$ cat src/rtl/ssp_pkg.sv
package ssp_pkg;
    localparam logic [11:0] OFF_CTRL0  = 12'h000;
    localparam logic [11:0] OFF_CTRL1  = 12'h004;
    localparam logic [11:0] OFF_DATA   = 12'h008;
    localparam logic [11:0] OFF_STAT   = 12'h00C;
    localparam logic [11:0] OFF_PRESC  = 12'h010;
    localparam logic [11:0] OFF_MASK   = 12'h014;
    localparam logic [11:0] OFF_RAW    = 12'h018;
    localparam logic [11:0] OFF_MASKED = 12'h01C;
    localparam logic [6:0]  ID_PAGE    = 7'h7F;

    localparam int C1_LOOP = 0;
    localparam int C1_EN   = 1;

    typedef struct packed {
        logic [15:0] ctrl0;
        logic [3:0]  ctrl1;
        logic [7:0]  presc;
        logic [3:0]  mask;
    } regs_t;

    function automatic logic [7:0] id_byte(input logic [2:0] idx);
        case (idx)
            3'd0: id_byte = 8'h22;
            3'd1: id_byte = 8'h10;
            3'd2: id_byte = 8'h04;
            3'd3: id_byte = 8'h00;
            3'd4: id_byte = 8'h0D;
            3'd5: id_byte = 8'hF0;
            3'd6: id_byte = 8'h05;
            default: id_byte = 8'hB1;
        endcase
    endfunction
endpackage

$ cat src/rtl/ssp_fifo.sv
module ssp_fifo #(
    parameter int DEPTH = 8,
    parameter int WIDTH = 16
) (
    input  logic                         clk,
    input  logic                         rst_n,
    input  logic                         push,
    input  logic [WIDTH-1:0]             din,
    input  logic                         pop,
    output logic [WIDTH-1:0]             dout,
    output logic [$clog2(DEPTH+1)-1:0]   count,
    output logic                         full,
    output logic                         empty
);
    localparam int PTR_W = $clog2(DEPTH);
    localparam int CNT_W = $clog2(DEPTH+1);

    typedef struct packed {
        logic [DEPTH-1:0][WIDTH-1:0] mem;
        logic [PTR_W-1:0]            head;
        logic [CNT_W-1:0]            count;
    } fifo_t;

    fifo_t st_d, st_q;
    logic [PTR_W-1:0] tail;

    assign tail  = st_q.head - PTR_W'(st_q.count);
    assign dout  = st_q.mem[tail];
    assign count = st_q.count;
    assign full  = (st_q.count == CNT_W'(DEPTH));
    assign empty = (st_q.count == '0);

    always_comb begin
        st_d = st_q;
        if (push) begin
            st_d.mem[st_q.head] = din;
            st_d.head = st_q.head + 1'b1;
        end
        st_d.count = st_q.count + CNT_W'(push) - CNT_W'(pop);
    end

    always_ff @(posedge clk or negedge rst_n) begin
        if (!rst_n) st_q <= '0;
        else        st_q <= st_d;
    end


    no_overflow_chk: assert property (@(posedge clk) disable iff (!rst_n)
        push |-> (!full || pop));

    no_underflow_chk: assert property (@(posedge clk) disable iff (!rst_n)
        pop |-> !empty);

    count_step_chk: assert property (@(posedge clk) disable iff (!rst_n)
        1'b1 |=> (st_q.count == $past(st_q.count) ||
                  st_q.count == $past(st_q.count) + 1'b1 ||
                  st_q.count + 1'b1 == $past(st_q.count)));
endmodule

$ cat src/rtl/ssp_spi_shifter.sv
module ssp_spi_shifter #(
    parameter int DATA_W = 16,
    parameter int HALF   = 2
) (
    input  logic                        clk,
    input  logic                        rst_n,
    input  logic                        start,
    input  logic [$clog2(DATA_W+1)-1:0] width,
    input  logic [DATA_W-1:0]           word,
    input  logic                        miso,
    output logic                        busy,
    output logic                        done,
    output logic [DATA_W-1:0]           rx_word,
    output logic                        sclk,
    output logic                        csn,
    output logic                        mosi
);
    localparam int BITS_W = $clog2(DATA_W+1);
    localparam int DIV_W  = (HALF > 1) ? $clog2(HALF) : 1;

    typedef struct packed {
        logic              busy;
        logic              done;
        logic              sclk;
        logic              csn;
        logic [DIV_W-1:0]  div;
        logic [BITS_W-1:0] left;
        logic [DATA_W-1:0] tx_sh;
        logic [DATA_W-1:0] rx_sh;
    } sh_t;

    sh_t st_d, st_q;

    assign busy    = st_q.busy;
    assign done    = st_q.done;
    assign rx_word = st_q.rx_sh;
    assign sclk    = st_q.sclk;
    assign csn     = st_q.csn;
    assign mosi    = st_q.busy & st_q.tx_sh[DATA_W-1];

    always_comb begin
        st_d = st_q;
        st_d.done = 1'b0;
        if (!st_q.busy) begin
            if (start) begin
                st_d.busy  = 1'b1;
                st_d.csn   = 1'b0;
                st_d.sclk  = 1'b0;
                st_d.div   = '0;
                st_d.left  = width;
                st_d.tx_sh = word << (DATA_W - int'(width));
                st_d.rx_sh = '0;
            end
        end else if (st_q.div == DIV_W'(HALF-1)) begin
            st_d.div = '0;
            if (!st_q.sclk) begin
                st_d.sclk  = 1'b1;
                st_d.rx_sh = {st_q.rx_sh[DATA_W-2:0], miso};
            end else begin
                st_d.sclk  = 1'b0;
                st_d.tx_sh = st_q.tx_sh << 1;
                st_d.left  = st_q.left - 1'b1;
                if (st_q.left == BITS_W'(1)) begin
                    st_d.busy = 1'b0;
                    st_d.csn  = 1'b1;
                    st_d.done = 1'b1;
                end
            end
        end else begin
            st_d.div = st_q.div + 1'b1;
        end
    end

    always_ff @(posedge clk or negedge rst_n) begin
        if (!rst_n) begin
            st_q     <= '0;
            st_q.csn <= 1'b1;
        end else begin
            st_q <= st_d;
        end
    end


    sclk_in_frame_chk: assert property (@(posedge clk) disable iff (!rst_n)
        $rose(st_q.sclk) |-> !st_q.csn);

    mosi_hold_chk: assert property (@(posedge clk) disable iff (!rst_n)
        (st_q.sclk && $past(st_q.sclk)) |-> $stable(mosi));

    done_idle_chk: assert property (@(posedge clk) disable iff (!rst_n)
        st_q.done |-> (st_q.csn && !st_q.sclk));
endmodule

$ cat src/rtl/ssp_ctrl.sv
module ssp_ctrl
    import ssp_pkg::*;
#(
    parameter int SCLK_HALF = 2,
    parameter int FIFO_DEPTH = 8
) (
    input  logic        clk,
    input  logic        rst_n,
    input  logic [11:0] bus_addr,
    input  logic        bus_wr,
    input  logic        bus_rd,
    input  logic [31:0] bus_wdata,
    output logic [31:0] bus_rdata,
    output logic        irq,
    output logic        spi_sclk,
    output logic        spi_csn,
    output logic        spi_mosi,
    input  logic        spi_miso
);
    localparam int DATA_W = 16;
    localparam int CNT_W  = $clog2(FIFO_DEPTH+1);
    localparam int BITS_W = $clog2(DATA_W+1);
    localparam int THRESH = FIFO_DEPTH / 2;

    regs_t regs_d, regs_q;

    logic [DATA_W-1:0] tx_dout, rx_dout, rx_din, sh_rx, fmask;
    logic [CNT_W-1:0]  tx_cnt, rx_cnt;
    logic tx_full, tx_empty, rx_full, rx_empty;
    logic tx_push, tx_pop, rx_push, rx_pop;
    logic en, loop_on, lb_move, spi_start, sh_busy, sh_done, dr_hit;
    logic [BITS_W-1:0] width;
    logic [4:0] status;
    logic [3:0] raw;

    assign en      = regs_q.ctrl1[C1_EN];
    assign loop_on = regs_q.ctrl1[C1_LOOP];
    assign width   = BITS_W'(regs_q.ctrl0[3:0]) + 1'b1;
    assign fmask   = ~({DATA_W{1'b1}} << width);
    assign dr_hit  = (bus_addr == OFF_DATA);

    assign tx_push   = bus_wr && dr_hit && !tx_full;
    assign rx_pop    = bus_rd && dr_hit && !rx_empty;
    assign lb_move   = en && loop_on && !tx_empty && !rx_full && !sh_busy && !sh_done;
    assign spi_start = en && !loop_on && !tx_empty && !rx_full && !sh_busy && !sh_done;
    assign tx_pop    = lb_move || spi_start;
    assign rx_push   = lb_move || sh_done;
    assign rx_din    = (lb_move ? tx_dout : sh_rx) & fmask;

    ssp_fifo #(.DEPTH(FIFO_DEPTH), .WIDTH(DATA_W)) tx_fifo_i (
        .clk(clk), .rst_n(rst_n), .push(tx_push), .din(bus_wdata[DATA_W-1:0] & fmask),
        .pop(tx_pop), .dout(tx_dout), .count(tx_cnt), .full(tx_full), .empty(tx_empty));

    ssp_fifo #(.DEPTH(FIFO_DEPTH), .WIDTH(DATA_W)) rx_fifo_i (
        .clk(clk), .rst_n(rst_n), .push(rx_push), .din(rx_din),
        .pop(rx_pop), .dout(rx_dout), .count(rx_cnt), .full(rx_full), .empty(rx_empty));

    ssp_spi_shifter #(.DATA_W(DATA_W), .HALF(SCLK_HALF)) shifter_i (
        .clk(clk), .rst_n(rst_n), .start(spi_start), .width(width), .word(tx_dout),
        .miso(spi_miso), .busy(sh_busy), .done(sh_done), .rx_word(sh_rx),
        .sclk(spi_sclk), .csn(spi_csn), .mosi(spi_mosi));

    assign status = {(!tx_empty || sh_busy || sh_done), rx_full, !rx_empty, !tx_full, tx_empty};
    assign raw    = {(tx_cnt <= CNT_W'(THRESH)), (rx_cnt >= CNT_W'(THRESH)), 2'b00};
    assign irq    = |(raw & regs_q.mask);

    always_comb begin
        regs_d = regs_q;
        if (bus_wr) begin
            case (bus_addr)
                OFF_CTRL0: regs_d.ctrl0 = bus_wdata[15:0];
                OFF_CTRL1: regs_d.ctrl1 = bus_wdata[3:0];
                OFF_PRESC: regs_d.presc = bus_wdata[7:0];
                OFF_MASK:  regs_d.mask  = bus_wdata[3:0];
                default:   ;
            endcase
        end
    end

    always_ff @(posedge clk or negedge rst_n) begin
        if (!rst_n) regs_q <= '0;
        else        regs_q <= regs_d;
    end

    always_comb begin
        bus_rdata = '0;
        if (bus_rd) begin
            if (bus_addr[11:5] == ID_PAGE) begin
                bus_rdata = 32'(id_byte(bus_addr[4:2]));
            end else begin
                case (bus_addr)
                    OFF_CTRL0:  bus_rdata = 32'(regs_q.ctrl0);
                    OFF_CTRL1:  bus_rdata = 32'(regs_q.ctrl1);
                    OFF_DATA:   bus_rdata = rx_empty ? '0 : 32'(rx_dout);
                    OFF_STAT:   bus_rdata = 32'(status);
                    OFF_PRESC:  bus_rdata = 32'(regs_q.presc);
                    OFF_MASK:   bus_rdata = 32'(regs_q.mask);
                    OFF_RAW:    bus_rdata = 32'(raw);
                    OFF_MASKED: bus_rdata = 32'(raw & regs_q.mask);
                    default:    bus_rdata = '0;
                endcase
            end
        end
    end
endmodule

$ cat config.mk
export PLATFORM = sky130hd
export DESIGN_NAME = ssp_ctrl
export DESIGN_NICKNAME = d
export VERILOG_FILES = /design/src/rtl/ssp_pkg.sv /design/src/rtl/ssp_fifo.sv /design/src/rtl/ssp_spi_shifter.sv /design/src/rtl/ssp_ctrl.sv
export SDC_FILE = /design/constraint.sdc
export NUM_CORES = 1
export LEC_CHECK = 0
export BUFFER_PORTS_ARGS = -buffer_cell sky130_fd_sc_hd__buf_4
export CORE_ASPECT_RATIO = 0.6
export CORE_MARGIN = 5
export CORE_UTILIZATION = 40
export CTS_CLUSTER_DIAMETER = 100
export CTS_CLUSTER_SIZE = 10
export DETAILED_ROUTE_END_ITERATION = 6
export GPL_TIMING_DRIVEN = 0
export PLACE_DENSITY = 0.62
export SYNTH_ARGS = -nofsm -noshare
export SYNTH_HDL_FRONTEND = slang
export SYNTH_SLANG_ARGS = --single-unit
$ cat constraint.sdc
create_clock -name clk -period 3.6 [get_ports clk]
set_input_delay 0.36 -clock clk [delete_from_list [all_inputs] [get_ports clk]]
set_output_delay 0.36 -clock clk [all_outputs]
set_load 0.02 [all_outputs]
==> flow_summary.yaml, run 1 <==
status:
  status: "finished clean"
logic_synthesis:
  synth_top_area_share: 0.486
  yosys_register_bits: 344
  syn_area_per_cell_um2: 12.2
  ys_types: 78
  async_reset_ff_frac: 1.00
  netlist_instances: 1448
  synth_edf_count: 0
  yosys_warnings: 0
  mappedNetlistArea_um2: 17700
  ys_seq_area_frac: 0.487
  synthTopCellsByArea: "dfrtp_1 49%, mux2_2 14%, mux4_2 6.4%, o21ai_0 3.5%, nand2_1 3.2%"
  synth_largest_area_cell: "dfrtp_1"
  synthFlopType: "dfrtp_1"
floorplan:
  die_w_um: 281
  rows: 59
  coreArea_um2: 43500
  die-height_um: 173
  start_util: 0.406
  ios: 85
  fp.dieArea_um2: 48600
power:
  peakVddDrop_v: 0.000328
  leakage_nw: 9.36
  p_switching_w: 0.00234
  pwr-share-clk: 0.409
  p_comb_frac: 0.128
  cellPowerDensity_nw_per_um2: 435
  power.internal_w: 0.00652
  switching_share: 0.264
  total_power_w: 0.00886
  pwr-share-seq: 0.463
timing:
  fin_tns_setup_ns: 0
  finalCriticalPeriod_ns: 3.51
  worst_pin_slew_ns: 0.993
  finClkSkew_ns: 0.0168
  final_max_slew_viol_count: 0
  setup_viol: 0
  hold_slack_ns: 0.0672
  clock.fmax_mhz: 285
  fin_crit_sh: 0.974
  timing_hold_violations_final: 0
  slew_headroom: 0.334
clock_tree:
  clk_pin_slew_worst_paths_ns: 0.06
  cts_num_sinks: 344
  insertion_delay_ns: 0.55
  cts_buffer_depth: 3
  root_buffer: "clkbuf_16"
  tritoncts: "yes"
  cts_buffers: 40
  htreeDepth: 2
run:
  drv_cap: 0
critical_path:
  path_class: "flop to output port"
  arrival_ns: 3.15
  path_max_fanout: 6
  worst_setup_path_end_kind: "output port"
  cp-start-kind: "flop"
  r2r_slack_ns: 0.13
  crit_required_ns: 3.24
global_route:
  use_met3: 0.0647
  grt_max_degree: 121
  grt_pass1_vias: 12400
  grt_use_total: 0.207
  met1_usage: 0.337
  grt.busiest_layer: "met1"
  antenna_found_initial: 1
  gr-total-overflow: 0
  grt_pass1_wl_um: 78300
  grt_util_met2: 0.270
cells_and_area:
  final_cell_mix: "341 x dfrtp_1, 220 x mux2_2, 149 x nand2_1"
  layout.nets: 1643
  drive_gt1_frac: 0.315
  syn_to_final_growth_pct: 15.3
  fin_util: 0.468
  final_cell_count_no_fill: 2153
  final_common_cell: "dfrtp_1"
  diodes: 0
route:
  drtPass1Iterations: 7
  routed_wl_um: 50400
  avgRoutedWirePerCell_um: 23.4
  ant_nets: 0
  viasPerCell: 5.81
  route.detailed.drc: 0
  first_iter_violations: 1363
  vias: 12500
placement:
  dp_hpwl_um: 36500
  dpl.cell_count: 2095
  gp_congestion: 0.941
  numPortBuffers: 51
hold_path:
  hold_class: "primary input to flop"
flip-flops by register name (all words and copies together) (netlist names):
signal,cells
regs_q,30
tx_fifo_i.count,4
shifter_i.busy,1
rx_fifo_i.st_q,131
rx_fifo_i.count,4
shifter_i.st_q,22
shifter_i.done,1
shifter_i.csn,1
shifter_i.rx_word,16
shifter_i.sclk,1
loop_on,1
tx_fifo_i.st_q,131
en,1
power by group through the flow:
stage	clock, W	combinational [W]	sequential (W)
2_1_floorplan	0	0.000682	0.00414
3_3_place_gp	0	0.00101	0.00416
3_5_place_dp	0	0.00104	0.00417
4_1_cts	0.00371	0.00110	0.00410
5_1_grt	0.00387	0.00124	0.00412
6_report	0.00362	0.00113	0.00410
what timing repair did:
action / CTS / global route
pin swaps: 1 / 5
resized for setup: 56 / 37
gates cloned: 1 / 1
endpoints found under the hold margin: 106 / 0
hold buffers: 1 / 0
buffers inserted: 3 / 3
setup endpoints to repair: 121 / 62
path summary, 6_finish.rpt:
check,startpoint,cells past startpoint,endpoint
max,rx_fifo_i.st_q[4],11,bus_rdata[6]
min,bus_wdata[13],2,regs_q[29]
max reg2reg,tx_fifo_i.st_q[4],12,shifter_i.st_q[30]
min reg2reg,tx_fifo_i.st_q[71],2,tx_fifo_i.st_q[71]
max in group asynchronous,rst_n,3,rx_fifo_i.st_q[114]
min in group asynchronous,rst_n,2,rx_fifo_i.count[1]
metrics by stage:
step                area, um^2  worst slack (ns)
floorplan                17700             0.208
global placement         18800             -1.10
detailed placement       18900             -1.07
CTS                      20200            0.0238
global route             20400          -0.00417
finish                   20400            0.0934
cells by family after synthesis:
group,count (synthesis),share of synthesized area
flops,344,0.487
simple gates,337,0.0941
mux,332,0.262
compound gates,254,0.0889
buf+inv,138,0.0378
fa+ha+maj,29,0.0222
xor+xnor,13,0.00723
other cells,1,0.000212
Yosys cell counts (all sizes together), types with 4 or more instances:
cell type	instances
buf	45
clkbuf	57
fa	4
a221oi	6
o211ai	4
and2	16
a31oi	12
nand2b	9
a22o	16
nand4	9
nand3	23
nand2	150
a22oi	10
and3	8
xnor2	6
nor2	64
nor4	5
a32oi	6
mux2i	24
nor3b	5
a21oi	33
mux2	237
ha	25
mux4	71
dfrtp	343
nor2b	10
xor2	6
o21ai	127
a211oi	8
nor3	22
inv	35
area by class of cell:
class	instances	area (um^2)
Buffer	100	646
Clock buffer	48	1050
Clock inverter	3	55.1
Fill cell	3944	23100
Inverter	36	138
Multi-Input combinational cell	981	8600
Sequential cell	344	8610
Tap cell	579	724
Timing Repair Buffer	62	538
worst max-delay path: stages (launching register included):
cell and delay (ns):
dfrtp_2 0.42, inv_2 0.08, ha_4 0.12, inv_1 0.04, fa_2 0.55, buf_12 0.16, buf_4 0.13, mux4_2 0.30
mux2_2 0.31, a21oi_1 0.22, nor3b_1 0.09, buf_4 0.16
metal layers:
layer  share of wire  vias to the layer above
met5               0                        -
met4           0.014                        0
met3            0.10                       58
met2            0.40                      503
met1            0.49                     6446
li1                -                     5495
Power figures use the tool's default switching activity.
==> inputs of run 2 (changes only) <==
Settings changed: PLACE_DENSITY 0.62 to 0.67.
==> run 2 against run 1 <==
Compared with the run above:
- total power about the same
- combinational power about the same
- highest routed layer unchanged
- cell count is essentially flat
- design area is 0.11% higher
- die area did not move
- count of clock-buffer cells in the layout fell by 2
- sequential share of layout area is essentially flat
==> flow_summary.yaml, run 2 (synthesis results as in run 1) <==
run:
  drv_cap: 0
cells_and_area:
  final_cell_mix: "341 x dfrtp_1, 222 x mux2_2, 148 x nand2_1"
  multiInputGateArea_um2: 8630
  fin_util: 0.469
  nFillCells: 3889
  drive_gt1_frac: 0.318
  layout.nets: 1641
  final_common_cell: "dfrtp_1"
  design_area_um2: 20400
  regArea_um2: 8610
  largest_registers: "rx_fifo_i.st_q: 131 flops, tx_fifo_i.st_q: 131 flops, regs_q: 30 flops"
  syn_to_final_growth_pct: 15.4
global_route:
  grt_pass1_vias: 12500
  grt_use_total: 0.204
  grt_pass1_wl_um: 77500
  grt_max_degree: 123
  antenna_found_initial: 1
  gr-total-overflow: 0
clock_tree:
  htreeDepth: 2
  root_buffer: "clkbuf_16"
  insertion_delay_ns: 0.56
  cts_buffer_depth: 3
  cts_num_sinks: 344
  clk_pin_slew_worst_paths_ns: 0.06
  cts_buffers: 40
  tritoncts: "yes"
timing:
  timing_hold_violations_final: 0
  final_max_slew_viol_count: 0
  finalCriticalPeriod_ns: 3.52
  setup_viol: 0
  fin_ws_ns: 0.0785
  finClkSkew_ns: 0.0210
  slew_headroom: 0.296
  hold_slack_ns: 0.0701
  worst_pin_slew_ns: 1.05
  fin_crit_sh: 0.978
  clock.fmax_mhz: 284
hold_path:
  hold_start: "bus_wdata[11]"
  hold_class: "primary input to flop"
  min_to: "regs_q[27]"
  whs_path_depth: 2
placement:
  gp_congestion: 0.943
  pre_cts_slack_ns: -1.05
  post_dp_cell_area_um2: 18900
  dp_hpwl_um: 36300
  numPortBuffers: 51
critical_path:
  crit_required_ns: 3.24
  cpMostUsedCell: "buf_12"
  cp-start-kind: "flop"
  arrival_ns: 3.16
  r2r_slack_ns: 0.11
  worst_setup_path_end_kind: "output port"
  slowest_stage: "fa_2"
  path_max_fanout: 10
  path_class: "flop to output port"
  critPathBufInv: 5
  r2r_start: "tx_fifo_i.st_q[4]"
  cpLargestDelayFamily: "adder cells"
  path_cells: "inv_2 > ha_2 > inv_1 > fa_2 > buf_12 > buf_12 > mux4_2 > mux2_2 > nand2_2 > a31oi_2 > buf_4"
  reg2reg_depth: 12
  slowest_delay_ns: 0.57
  r2r-end: "shifter_i.st_q[30]"
floorplan:
  die-height_um: 173
  die_w_um: 281
  coreArea_um2: 43500
  fp.dieArea_um2: 48600
  ios: 85
  rows: 59
  start_util: 0.406
route:
  drtPass1Iterations: 6
  vias: 12500
  routed_wl_um: 49900
  avgRoutedWirePerCell_um: 23.2
  viasPerCell: 5.80
  ant_nets: 0
  first_iter_violations: 1218
  route.detailed.drc: 0
power:
  peakVddDrop_v: 0.000362
  leakage_nw: 9.36
  cellPowerDensity_nw_per_um2: 434
status:
  status: "finished clean"
## run 2: how the worst max path moves through the flow
| stage | startpoint | end | slack, ns | cells past startpoint |
|---|---|---|---|---|
| floorplan | tx_fifo_i.st_q[4] | shifter_i.st_q[30] | 0.21 | 12 |
| global placement | tx_fifo_i.st_q[4] | shifter_i.st_q[31] | -1.09 | 12 |
| detailed placement | tx_fifo_i.st_q[4] | shifter_i.st_q[31] | -1.05 | 12 |
| CTS | rx_fifo_i.st_q[4] | bus_rdata[0] | 0.02 | 11 |
| global route | rx_fifo_i.st_q[4] | bus_rdata[2] | -0.003 | 11 |
| finish | rx_fifo_i.st_q[4] | bus_rdata[0] | 0.08 | 11 |
## run 2: power breakdown
| group | total (W) | switching (W) | internal [W] |
|---|---|---|---|
| logic | 0.00113 | 0.000655 | 0.000475 |
| registers | 0.00411 | 0.000114 | 0.00399 |
| clock network | 0.00362 | 0.00160 | 0.00201 |
| total | 0.00885 | 0.00237 | 0.00648 |
## run 2: stage by stage
stage / power [W] / instances / TNS (ns)
4_1_cts: 0.00889 / 2148 / 0
2_1_floorplan: 0.00482 / 1463 / 0
3_5_place_dp: 0.00521 / 2095 / -47.06
5_1_grt: 0.00919 / 2150 / -0.00322
3_3_place_gp: 0.00517 / 2093 / -374.91
6_report: 0.00885 / 2151 / 0
## run 2: what timing repair did
item                                    4_1_cts  5_1_grt
hold buffers                                  1        0
endpoints found under the setup margin      121       61
gates cloned                                  1        0
pin swaps                                     1        2
endpoints found under the hold margin       106        0
resized for setup                            52       46
setup buffers                                 3        2
## run 2: final cells by class
cell class	instances	share of cell area
clock buffer	46	0.0502
sequential	344	0.422
multi-input combinational	981	0.423
antenna	1	0.000123
tap	579	0.0355
buffer	100	0.0318
clock inverter	4	0.00381
inverter	36	0.00675
timing repair buffer	60	0.0261
## run 2: layer usage
metal,GRT usage,vias to the layer above,wire length [um]
li1,-,5506,-
met3,0.0662,60,5100
met4,0.0298,0,606
met1,0.337,6393,24600
met2,0.262,513,19600
met5,0,-,0
==> inputs of run 3 (changes only) <==
Settings changed: PLACE_DENSITY 0.67 to default.
==> run 3 against run 2 <==
Compared with the run above:
- via count about the same
- count of clock-buffer cells in the layout stayed put
- core utilization shrank 0.052 points
- routed wire length is 2.5% higher
- register-to-register slack lost 0.04 ns
- setup slack got worse by 0.020 ns
- design area is 0.11% lower
- cell count up 0.23%
- hold slack got worse by 0.019 ns
- largest power group unchanged
==> flow_summary.yaml, run 3 (synthesis results as in run 1) <==
status:
  status: "finished clean"
power:
  p_comb_frac: 0.132
  power.internal_w: 0.00651
  pwr-share-clk: 0.409
  cellPowerDensity_nw_per_um2: 438
  switching_share: 0.270
  p_switching_w: 0.00241
  leakage_nw: 9.37
  peakVddDrop_v: 0.000391
  pwr-share-seq: 0.460
route:
  ant_nets: 0
  drtPass1Iterations: 6
  first_iter_violations: 1221
  avgRoutedWirePerCell_um: 23.7
  viasPerCell: 5.79
  vias: 12500
  route.detailed.drc: 0
  routed_wl_um: 51200
global_route:
  grt_use_total: 0.208
  grt_pass1_vias: 12400
  grt_pass1_wl_um: 78600
  gr-total-overflow: 0
  antenna_found_initial: 1
  grt_max_degree: 108
timing:
  timing_hold_violations_final: 0
  setup_viol: 0
  fin_ws_ns: 0.0584
  finClkSkew_ns: 0.0261
  rsz0062_at_grt: "yes"
  hold_slack_ns: 0.0512
  finalCriticalPeriod_ns: 3.54
  fin_crit_sh: 0.984
  final_max_slew_viol_count: 0
  clock.fmax_mhz: 282
  worst_pin_slew_ns: 1.07
  slew_headroom: 0.284
placement:
  pre_cts_slack_ns: -1.16
  dp_hpwl_um: 36800
  gp_congestion: 0.915
  numPortBuffers: 51
  post_dp_cell_area_um2: 18900
  dpl.cell_count: 2096
floorplan:
  rows: 59
  die-height_um: 173
  start_util: 0.406
  die_w_um: 281
  ios: 85
  fp.dieArea_um2: 48600
  coreArea_um2: 43500
critical_path:
  worst_setup_path_end_kind: "output port"
  path_max_fanout: 5
  cp-start-kind: "flop"
  path_class: "flop to output port"
  crit_required_ns: 3.24
  reg2reg_depth: 11
  arrival_ns: 3.18
clock_tree:
  cts_buffers: 40
  htreeDepth: 2
  cts_num_sinks: 344
  tritoncts: "yes"
  clk_pin_slew_worst_paths_ns: 0.07
  root_buffer: "clkbuf_16"
  cts_buffer_depth: 3
  insertion_delay_ns: 0.57
hold_path:
  whs_path_depth: 2
  hold_class: "primary input to flop"
run:
  drv_cap: 0
cells_and_area:
  diodes: 0
  design_area_um2: 20400
  drive_gt1_frac: 0.316
  largest_registers: "rx_fifo_i.st_q: 131 flops, tx_fifo_i.st_q: 131 flops, regs_q: 30 flops"
  nFillCells: 3926
  final_cell_mix: "341 x dfrtp_1, 222 x mux2_2, 149 x nand2_1"
  final_common_cell: "dfrtp_1"
  layout.nets: 1647
  final_cell_count_no_fill: 2156
  syn_to_final_growth_pct: 15.3
==> run 3: changes by cell type in the layout (fill, tap and decap cells not counted), moves of 2 or more <==
cell,change
mux2i_2,-2
buf_12,-2
o21ai_1,-2
mux2i_1,+3
buf_4,+7
==> run 3: worst max-delay path, stage by stage, from the launching register on <==
cell	delay, ns
dfrtp_2	0.43
inv_4	0.08
ha_2	0.15
inv_1	0.05
fa_2	0.56
buf_12	0.14
buf_4	0.12
mux4_2	0.31
mux2_2	0.31
a21oi_1	0.20
nor3b_1	0.09
buf_4	0.16
==> run 3: layer usage <==
metal  wire, um  vias to the layer above  global-route usage  share of wire
li1           -                     5516                   -              -
met1      25900                     6457               0.344           0.51
met2      20300                      452               0.273           0.40
met3       4310                       51              0.0590          0.084
met4        546                        2              0.0316          0.011
met5         80                        -              0.0118         0.0016
==> run 3: layout make-up <==
type	count	area, um^2	area share
multi-input combinational	981	8560	0.421
inverter	36	138	0.00676
clock inverter	4	77.6	0.00381
clock buffer	46	1020	0.0503
buffer	100	639	0.0314
tap	579	724	0.0356
sequential	344	8610	0.423
timing repair buffer	66	584	0.0287
==> run 3: final timing paths <==
kind | start | slack [ns] | endpoint
setup / recovery | rx_fifo_i.st_q[4] | 0.06 | bus_rdata[7]
hold / removal | bus_wdata[11] | 0.05 | regs_q[27]
setup reg to reg | tx_fifo_i.st_q[4] | 0.07 | shifter_i.st_q[26]
hold reg to reg | tx_fifo_i.st_q[71] | 0.48 | tx_fifo_i.st_q[71]
max in group asynchronous | rst_n | 1.90 | tx_fifo_i.st_q[46]
min in group asynchronous | rst_n | 0.31 | rx_fifo_i.count[1]
==> run 3: power by group through the flow <==
| stage | registers [W] | logic, W | clock network, W |
|---|---|---|---|
| 2_1_floorplan | 0.00414 | 0.000682 | 0 |
| 3_3_place_gp | 0.00416 | 0.00102 | 0 |
| 3_5_place_dp | 0.00417 | 0.00105 | 0 |
| 4_1_cts | 0.00410 | 0.00111 | 0.00372 |
| 5_1_grt | 0.00412 | 0.00128 | 0.00388 |
| 6_report | 0.00410 | 0.00117 | 0.00365 |
==> run 3: timing repair <==
| item | in CTS | in global routing |
|---|---|---|
| gates cloned | 1 | 0 |
| resized for setup | 55 | 31 |
| hold buffers | 1 | 0 |
| endpoints found under the hold margin | 54 | 0 |
| endpoints found under the setup margin | 121 | 62 |
| buffers inserted | 4 | 6 |
| pin swaps | 2 | 2 |
==> run 3: through the flow <==
| step | total power, W | utilization | TNS (ns) |
|---|---|---|---|
| floorplan | 0.00482 | - | 0 |
| global placement | 0.00518 | 0.433 | -409.61 |
| detailed placement | 0.00521 | 0.435 | -50.88 |
| CTS | 0.00893 | 0.465 | 0 |
| global route | 0.00928 | 0.468 | -0.0287 |
| finish | 0.00892 | 0.468 | 0 |
